$ cat src/rtl/bpl_pkg.sv
package bpl_pkg;
  typedef enum logic [2:0] {
    LD_IDLE,
    LD_CMD,
    LD_READ,
    LD_DONE,
    LD_FAIL
  } ld_state_e;
endpackage

$ cat src/rtl/bpl_cursor.sv
module bpl_cursor #(
  parameter int MAIN_BYTES  = 512,
  parameter int SPARE_BYTES = 16,
  parameter int NUM_PAGES   = 8,
  localparam int PAGE_BYTES = MAIN_BYTES + SPARE_BYTES,
  localparam int BYTE_W     = $clog2(PAGE_BYTES),
  localparam int PAGE_W     = (NUM_PAGES > 1) ? $clog2(NUM_PAGES) : 1,
  localparam int BUF_AW     = $clog2(MAIN_BYTES * NUM_PAGES)
) (
  input  logic              clk,
  input  logic              rst_n,
  input  logic              clr,
  input  logic              step,
  output logic [PAGE_W-1:0] page,
  output logic              in_main,
  output logic              page_end,
  output logic              load_end,
  output logic [BUF_AW-1:0] buf_addr
);
  localparam logic [BYTE_W-1:0] LAST_BYTE = BYTE_W'(PAGE_BYTES - 1);
  localparam logic [BYTE_W-1:0] LAST_MAIN = BYTE_W'(MAIN_BYTES - 1);
  localparam logic [BYTE_W-1:0] MAIN_LIM  = BYTE_W'(MAIN_BYTES);
  localparam logic [PAGE_W-1:0] LAST_PAGE = PAGE_W'(NUM_PAGES - 1);

  logic [BYTE_W-1:0] byte_q, byte_d;
  logic [PAGE_W-1:0] page_q, page_d;
  logic              en;

  assign page_end = (byte_q == LAST_BYTE);
  assign in_main  = (byte_q < MAIN_LIM);
  assign load_end = (page_q == LAST_PAGE) && (byte_q == LAST_MAIN);
  assign page     = page_q;
  assign buf_addr = BUF_AW'(page_q) * BUF_AW'(MAIN_BYTES) + BUF_AW'(byte_q);
  assign en       = clr | step;

  always_comb begin
    byte_d = byte_q;
    page_d = page_q;
    if (clr) begin
      byte_d = '0;
      page_d = '0;
    end else if (step) begin
      if (page_end) begin
        byte_d = '0;
        page_d = page_q + 1'b1;
      end else begin
        byte_d = byte_q + 1'b1;
      end
    end
  end

  always_ff @(posedge clk or negedge rst_n) begin
    if (!rst_n) begin
      byte_q <= '0;
      page_q <= '0;
    end else if (en) begin
      byte_q <= byte_d;
      page_q <= page_d;
    end
  end
endmodule

$ cat src/rtl/bpl_ackwatch.sv
module bpl_ackwatch #(
  parameter int TO_W = 16
) (
  input  logic            clk,
  input  logic            rst_n,
  input  logic            run,
  input  logic            ack,
  input  logic [TO_W-1:0] limit,
  output logic            expire
);
  logic [TO_W-1:0] cnt_q, cnt_d;
  logic            en;

  assign expire = run && !ack && (cnt_q == limit - 1'b1);
  assign en     = run || (cnt_q != '0);

  always_comb begin
    if (!run || ack) cnt_d = '0;
    else             cnt_d = cnt_q + 1'b1;
  end

  always_ff @(posedge clk or negedge rst_n) begin
    if (!rst_n)  cnt_q <= '0;
    else if (en) cnt_q <= cnt_d;
  end
endmodule

$ cat src/rtl/bpl_fetchmap.sv
module bpl_fetchmap #(
  parameter int ADDR_W = 32,
  parameter int BUF_AW = 12
) (
  input  logic              ready,
  input  logic              core_rd,
  input  logic [ADDR_W-1:0] core_addr,
  output logic              fetch_en,
  output logic [BUF_AW-1:0] buf_raddr
);
  logic unused_hi;

  assign unused_hi = ^core_addr[ADDR_W-1:BUF_AW];
  assign buf_raddr = core_addr[BUF_AW-1:0];
  assign fetch_en  = ready & core_rd;
endmodule

$ cat src/rtl/boot_page_loader.sv
module boot_page_loader #(
  parameter int MAIN_BYTES  = 512,
  parameter int SPARE_BYTES = 16,
  parameter int NUM_PAGES   = 8,
  parameter int DATA_W      = 8,
  parameter int ADDR_W      = 32,
  parameter int TO_W        = 16,
  localparam int PAGE_W     = (NUM_PAGES > 1) ? $clog2(NUM_PAGES) : 1,
  localparam int BUF_AW     = $clog2(MAIN_BYTES * NUM_PAGES)
) (
  input  logic              clk,
  input  logic              rst_n,
  input  logic              boot_flash,
  input  logic [TO_W-1:0]   ack_timeout,
  output logic              fl_cmd,
  output logic [PAGE_W-1:0] fl_page,
  output logic              fl_rd_req,
  input  logic              fl_rd_ack,
  input  logic [DATA_W-1:0] fl_rd_data,
  output logic              buf_we,
  output logic [BUF_AW-1:0] buf_waddr,
  output logic [DATA_W-1:0] buf_wdata,
  input  logic              core_rd,
  input  logic [ADDR_W-1:0] core_addr,
  output logic              fetch_en,
  output logic [BUF_AW-1:0] buf_raddr,
  output logic              boot_ready,
  output logic              load_err
);
  import bpl_pkg::*;

  ld_state_e state_q, state_d;
  logic      in_main, page_end, load_end, expire, take;

  assign fl_cmd     = (state_q == LD_CMD);
  assign fl_rd_req  = (state_q == LD_READ);
  assign boot_ready = (state_q == LD_DONE);
  assign load_err   = (state_q == LD_FAIL);
  assign take       = fl_rd_req && fl_rd_ack;
  assign buf_we     = take && in_main;
  assign buf_wdata  = fl_rd_data;

  bpl_cursor #(
    .MAIN_BYTES (MAIN_BYTES),
    .SPARE_BYTES(SPARE_BYTES),
    .NUM_PAGES  (NUM_PAGES)
  ) u_cursor (
    .clk     (clk),
    .rst_n   (rst_n),
    .clr     (state_q == LD_IDLE),
    .step    (take),
    .page    (fl_page),
    .in_main (in_main),
    .page_end(page_end),
    .load_end(load_end),
    .buf_addr(buf_waddr)
  );

  bpl_ackwatch #(.TO_W(TO_W)) u_watch (
    .clk   (clk),
    .rst_n (rst_n),
    .run   (fl_rd_req),
    .ack   (fl_rd_ack),
    .limit (ack_timeout),
    .expire(expire)
  );

  bpl_fetchmap #(.ADDR_W(ADDR_W), .BUF_AW(BUF_AW)) u_fetch (
    .ready    (boot_ready),
    .core_rd  (core_rd),
    .core_addr(core_addr),
    .fetch_en (fetch_en),
    .buf_raddr(buf_raddr)
  );

  always_comb begin
    state_d = state_q;
    unique case (state_q)
      LD_IDLE: state_d = boot_flash ? LD_CMD : LD_DONE;
      LD_CMD:  state_d = LD_READ;
      LD_READ: begin
        if (take) begin
          if (load_end)      state_d = LD_DONE;
          else if (page_end) state_d = LD_CMD;
        end else if (expire) begin
          state_d = LD_FAIL;
        end
      end
      LD_DONE: state_d = LD_DONE;
      LD_FAIL: state_d = LD_FAIL;
      default: state_d = LD_FAIL;
    endcase
  end

  always_ff @(posedge clk or negedge rst_n) begin
    if (!rst_n) state_q <= LD_IDLE;
    else        state_q <= state_d;
  end
endmodule

$ cat config.mk
export PLATFORM = sky130hd
export DESIGN_NAME = boot_page_loader
export DESIGN_NICKNAME = d
export VERILOG_FILES = /design/src/rtl/bpl_pkg.sv /design/src/rtl/bpl_cursor.sv /design/src/rtl/bpl_ackwatch.sv /design/src/rtl/bpl_fetchmap.sv /design/src/rtl/boot_page_loader.sv
export SDC_FILE = /design/constraint.sdc
export NUM_CORES = 1
export LEC_CHECK = 0
export BUFFER_PORTS_ARGS = -buffer_cell sky130_fd_sc_hd__buf_2
export CAP_MARGIN = 20
export CORE_MARGIN = 2
export CORE_UTILIZATION = 41
export DETAILED_ROUTE_END_ITERATION = 10
export GPL_ROUTABILITY_DRIVEN = 0
export PLACE_DENSITY = 0.69
export SLEW_MARGIN = 10
export SYNTH_ARGS = -nofsm -noshare
export SYNTH_HDL_FRONTEND = slang
export SYNTH_HIERARCHICAL = 1
export SYNTH_SLANG_ARGS = --single-unit
$ cat constraint.sdc
create_clock -name clk -period 2.9 [get_ports clk]
set_input_delay 0.145 -clock clk [delete_from_list [all_inputs] [get_ports clk]]
set_output_delay 0.145 -clock clk [all_outputs]
set_load 0.005 [all_outputs]
==> run metrics <==
clock sink count 32; Clock Path Buffers 2; total core area 5960 um^2; Ys Warns 6; setup TNS 0 ps; H-tree depth 2; Post-Layout Cell Count 382; via count 2120; final worst path period share 81.1%; WP data arrival 2560 ps; Pint 0.778 mW; final setup fails 0; CP Class reg2reg; WP buf/inv 1; Critical Path Source state_q[2]; Post-synth EDFFs 0; Mapped Nets 360; Routed WL per cell 14.3 um; DRT Pass-1 Iters 4; 1st-iter DRT viols 130; Sequential Power Share 44.9%; CTS tree done; largest net degree at the start of global routing 33; FILL cells 598; nets@finish 375; Final Util 45.8%; Ant. Diodes 0; CP peak stage delay 530 ps; register area share after synthesis 31.5%; Routed Antenna Nets 0; placed instance count 373; first-pass GRT wire length 9140 um; Final Hold Fails 0; Tightest Hold Check Type in2reg; max_slew headroom 50.5%; die width 82.7 um; post-synthesis instance total 291; worst-path cell chain nor3b_2 > buf_4 > and2_1 > or4b_4 > or4_1 > a21oi_1; outcome finished, final reports clean; crit path max-delay cell type or4b_4; share of cells above drive strength 1 20.2%; Worst Setup EP u_cursor/page[0]; antenna violations before repair 0; Die Y 82.7 um; clock-pin slew on the worst setup and hold paths 70 ps; Post-Route Skew 5.67 ps; FF-to-FF End u_cursor/page[0]; Initial Util 42.7%; vias in the first global route 2011; Sw Share 21.7%; die area 6840 um^2; Max Cap Viol 0; LEAKAGE 1.25 nW; CTS Buf Count 5; Worst-Margin Slew 743 ps; Area growth, synth to finish 7.24%; DRC violations left 0; combinational share of power 7.3%; synth unique cells 52; Clock Power Share 47.8%; Slew Viols, Final 0; Synth async-reset ratio 100%; Tot GR Track Use 17.2%; VDD IR-drop max 203 uV; synthesized flop and latch total 32; GRT overflow 0; root buf cell clkbuf_8; CTS-repair resized insts 0; Worst-Skew Late Latency 280 ps; Critical Path RT 3110 ps; drt total wl 5460 um; Critical Path Stages 6; sw power 0.216 mW; I/O Buffers 41; Primary FF master, synth dfrtp_1; I/O pins 102; DR vias/cell 5.55; FMAX 425 MHz; row count 28; total power 0.994 mW; pwr dens 365 nW/um^2; post-layout min period 2350 ps; dpl hpwl 4070 um; CP endpoint kind flip-flop; Reg2Reg Launch Point state_q[2]; Post-Syn Area 2540 um^2; CP startpoint kind flip-flop; Crit path max-delay family simple AND/OR/NAND/NOR gates; worst reg2reg setup slack 550 ps; post-synthesis average cell area 8.73 um^2; Worst Path Max Fanout 10; RSZ-0062 raised after global routing false; R2R cell count 6
==> power by group through the flow <==
stage          clock network (mW)  registers, mW  logic (mW)
3_3_place_gp                    0          0.455      0.0702
4_1_cts                     0.486          0.446      0.0732
3_5_place_dp                    0          0.455      0.0720
2_1_floorplan                   0          0.455      0.0563
6_report                    0.475          0.446      0.0728
5_1_grt                     0.505          0.446      0.0819
==> what timing repair did <==
action,CTS,global route
hold buffers,1,0
hold endpoints to repair,32,0
setup buffers,0,0
==> registers in the layout, indices dropped and copies added, names as in the netlist <==
signal / flops
state_q: 3
u_cursor/byte_q: 10
u_cursor/page: 3
u_watch/cnt_q: 16
==> synthesized netlist by cell type, types with 3 or more instances <==
master	count	area, um^2
nor4_1	10	62.6
nor2b_1	3	18.8
nand4_1	9	56.3
nor3_1	11	55.1
xnor2_1	11	96.3
inv_1	9	33.8
nand3_1	6	30.0
a21oi_1	14	70.1
ha_1	8	100
xor2_1	26	228
o2111ai_1	3	26.3
nand2_1	15	56.3
clkbuf_1	3	11.3
and3_1	5	31.3
o21ai_0	9	45.0
o31ai_1	5	37.5
or3_1	4	25.0
dfrtp_1	32	801
or4_1	3	22.5
nand2b_1	4	25.0
buf_4	31	233
and4_1	4	35.0
nor2_1	27	101
and2_1	5	31.3
==> worst min-delay path by stage <==
stage,startpoint,to,slack (ps),cells after the start
after floorplan,rst_n,state_q[0],-150,0
after global placement,rst_n,u_cursor/page[1],240,1
after detailed placement,rst_n,u_cursor/byte_q[9],260,1
after CTS,boot_flash,state_q[1],160,3
after global routing,boot_flash,state_q[1],170,3
final,boot_flash,state_q[1],160,3
==> placed cells by master (no fill, tap or decap), types with 2 or more instances in the layout <==
| cell | n |
|---|---|
| a21o_1 | 2 |
| a21oi_1 | 14 |
| and2_1 | 5 |
| and3_1 | 5 |
| and4_1 | 4 |
| buf_2 | 41 |
| buf_4 | 3 |
| clkbuf_8 | 7 |
| dfrtp_1 | 32 |
| ha_1 | 8 |
| inv_1 | 9 |
| nand2_1 | 15 |
| nand2b_1 | 4 |
| nand3_1 | 6 |
| nand4_1 | 9 |
| nor2_1 | 27 |
| nor2b_1 | 3 |
| nor3_1 | 11 |
| nor3_2 | 2 |
| nor3b_1 | 2 |
| nor4_1 | 10 |
| nor4b_1 | 2 |
| o2111ai_1 | 3 |
| o211ai_1 | 2 |
| o21ai_0 | 9 |
| o311ai_0 | 2 |
| o31ai_1 | 5 |
| or3_1 | 4 |
| or4_1 | 3 |
| xnor2_1 | 11 |
| xor2_1 | 26 |
==> tightest hold or removal path: cells and delay by family <==
| kind | cells | cell delay [ps] |
|---|---|---|
| AO/OA/AOI/OAI | 2 | 180 |
| buffers and inverters | 1 | 80 |
==> metrics by stage <==
| step | hold WS, ps | worst slack, ps | instance area (um^2) |
|---|---|---|---|
| 2_1_floorplan | -151 | 712 | 2540 |
| 3_3_place_gp | 244 | 523 | 2590 |
| 3_5_place_dp | 255 | 556 | 2590 |
| 4_1_cts | 158 | 549 | 2730 |
| 5_1_grt | 167 | 383 | 2730 |
| 6_report | 164 | 548 | 2730 |
==> logic make-up after synthesis <==
kind of cell	synth area share (%)
AO/OA/AOI/OAI	12.2
adder cells (fa/ha/maj)	3.94
buffers and inverters	12.1
AND/OR/NAND/NOR	27.5
flip-flops	31.5
XOR/XNOR	12.8
==> per-layer routing <==
metal,GRT usage [%],routed length [um]
met1,20.9,2470
met2,30.2,2620
met3,3.37,304
met4,5.90,65
met5,0,0
==> final cells by class <==
| type | instances | area [um^2] | share of cell area [%] |
|---|---|---|---|
| tap | 75 | 93.8 | 3.44 |
| multi-input combinational | 213 | 1430 | 52.6 |
| inverter | 9 | 33.8 | 1.24 |
| clock buffer | 7 | 96.3 | 3.54 |
| sequential | 32 | 801 | 29.4 |
| clock inverter | 1 | 30.0 | 1.10 |
| timing repair buffer | 45 | 238 | 8.72 |
Note: power is estimated with default switching activity, not from simulation.
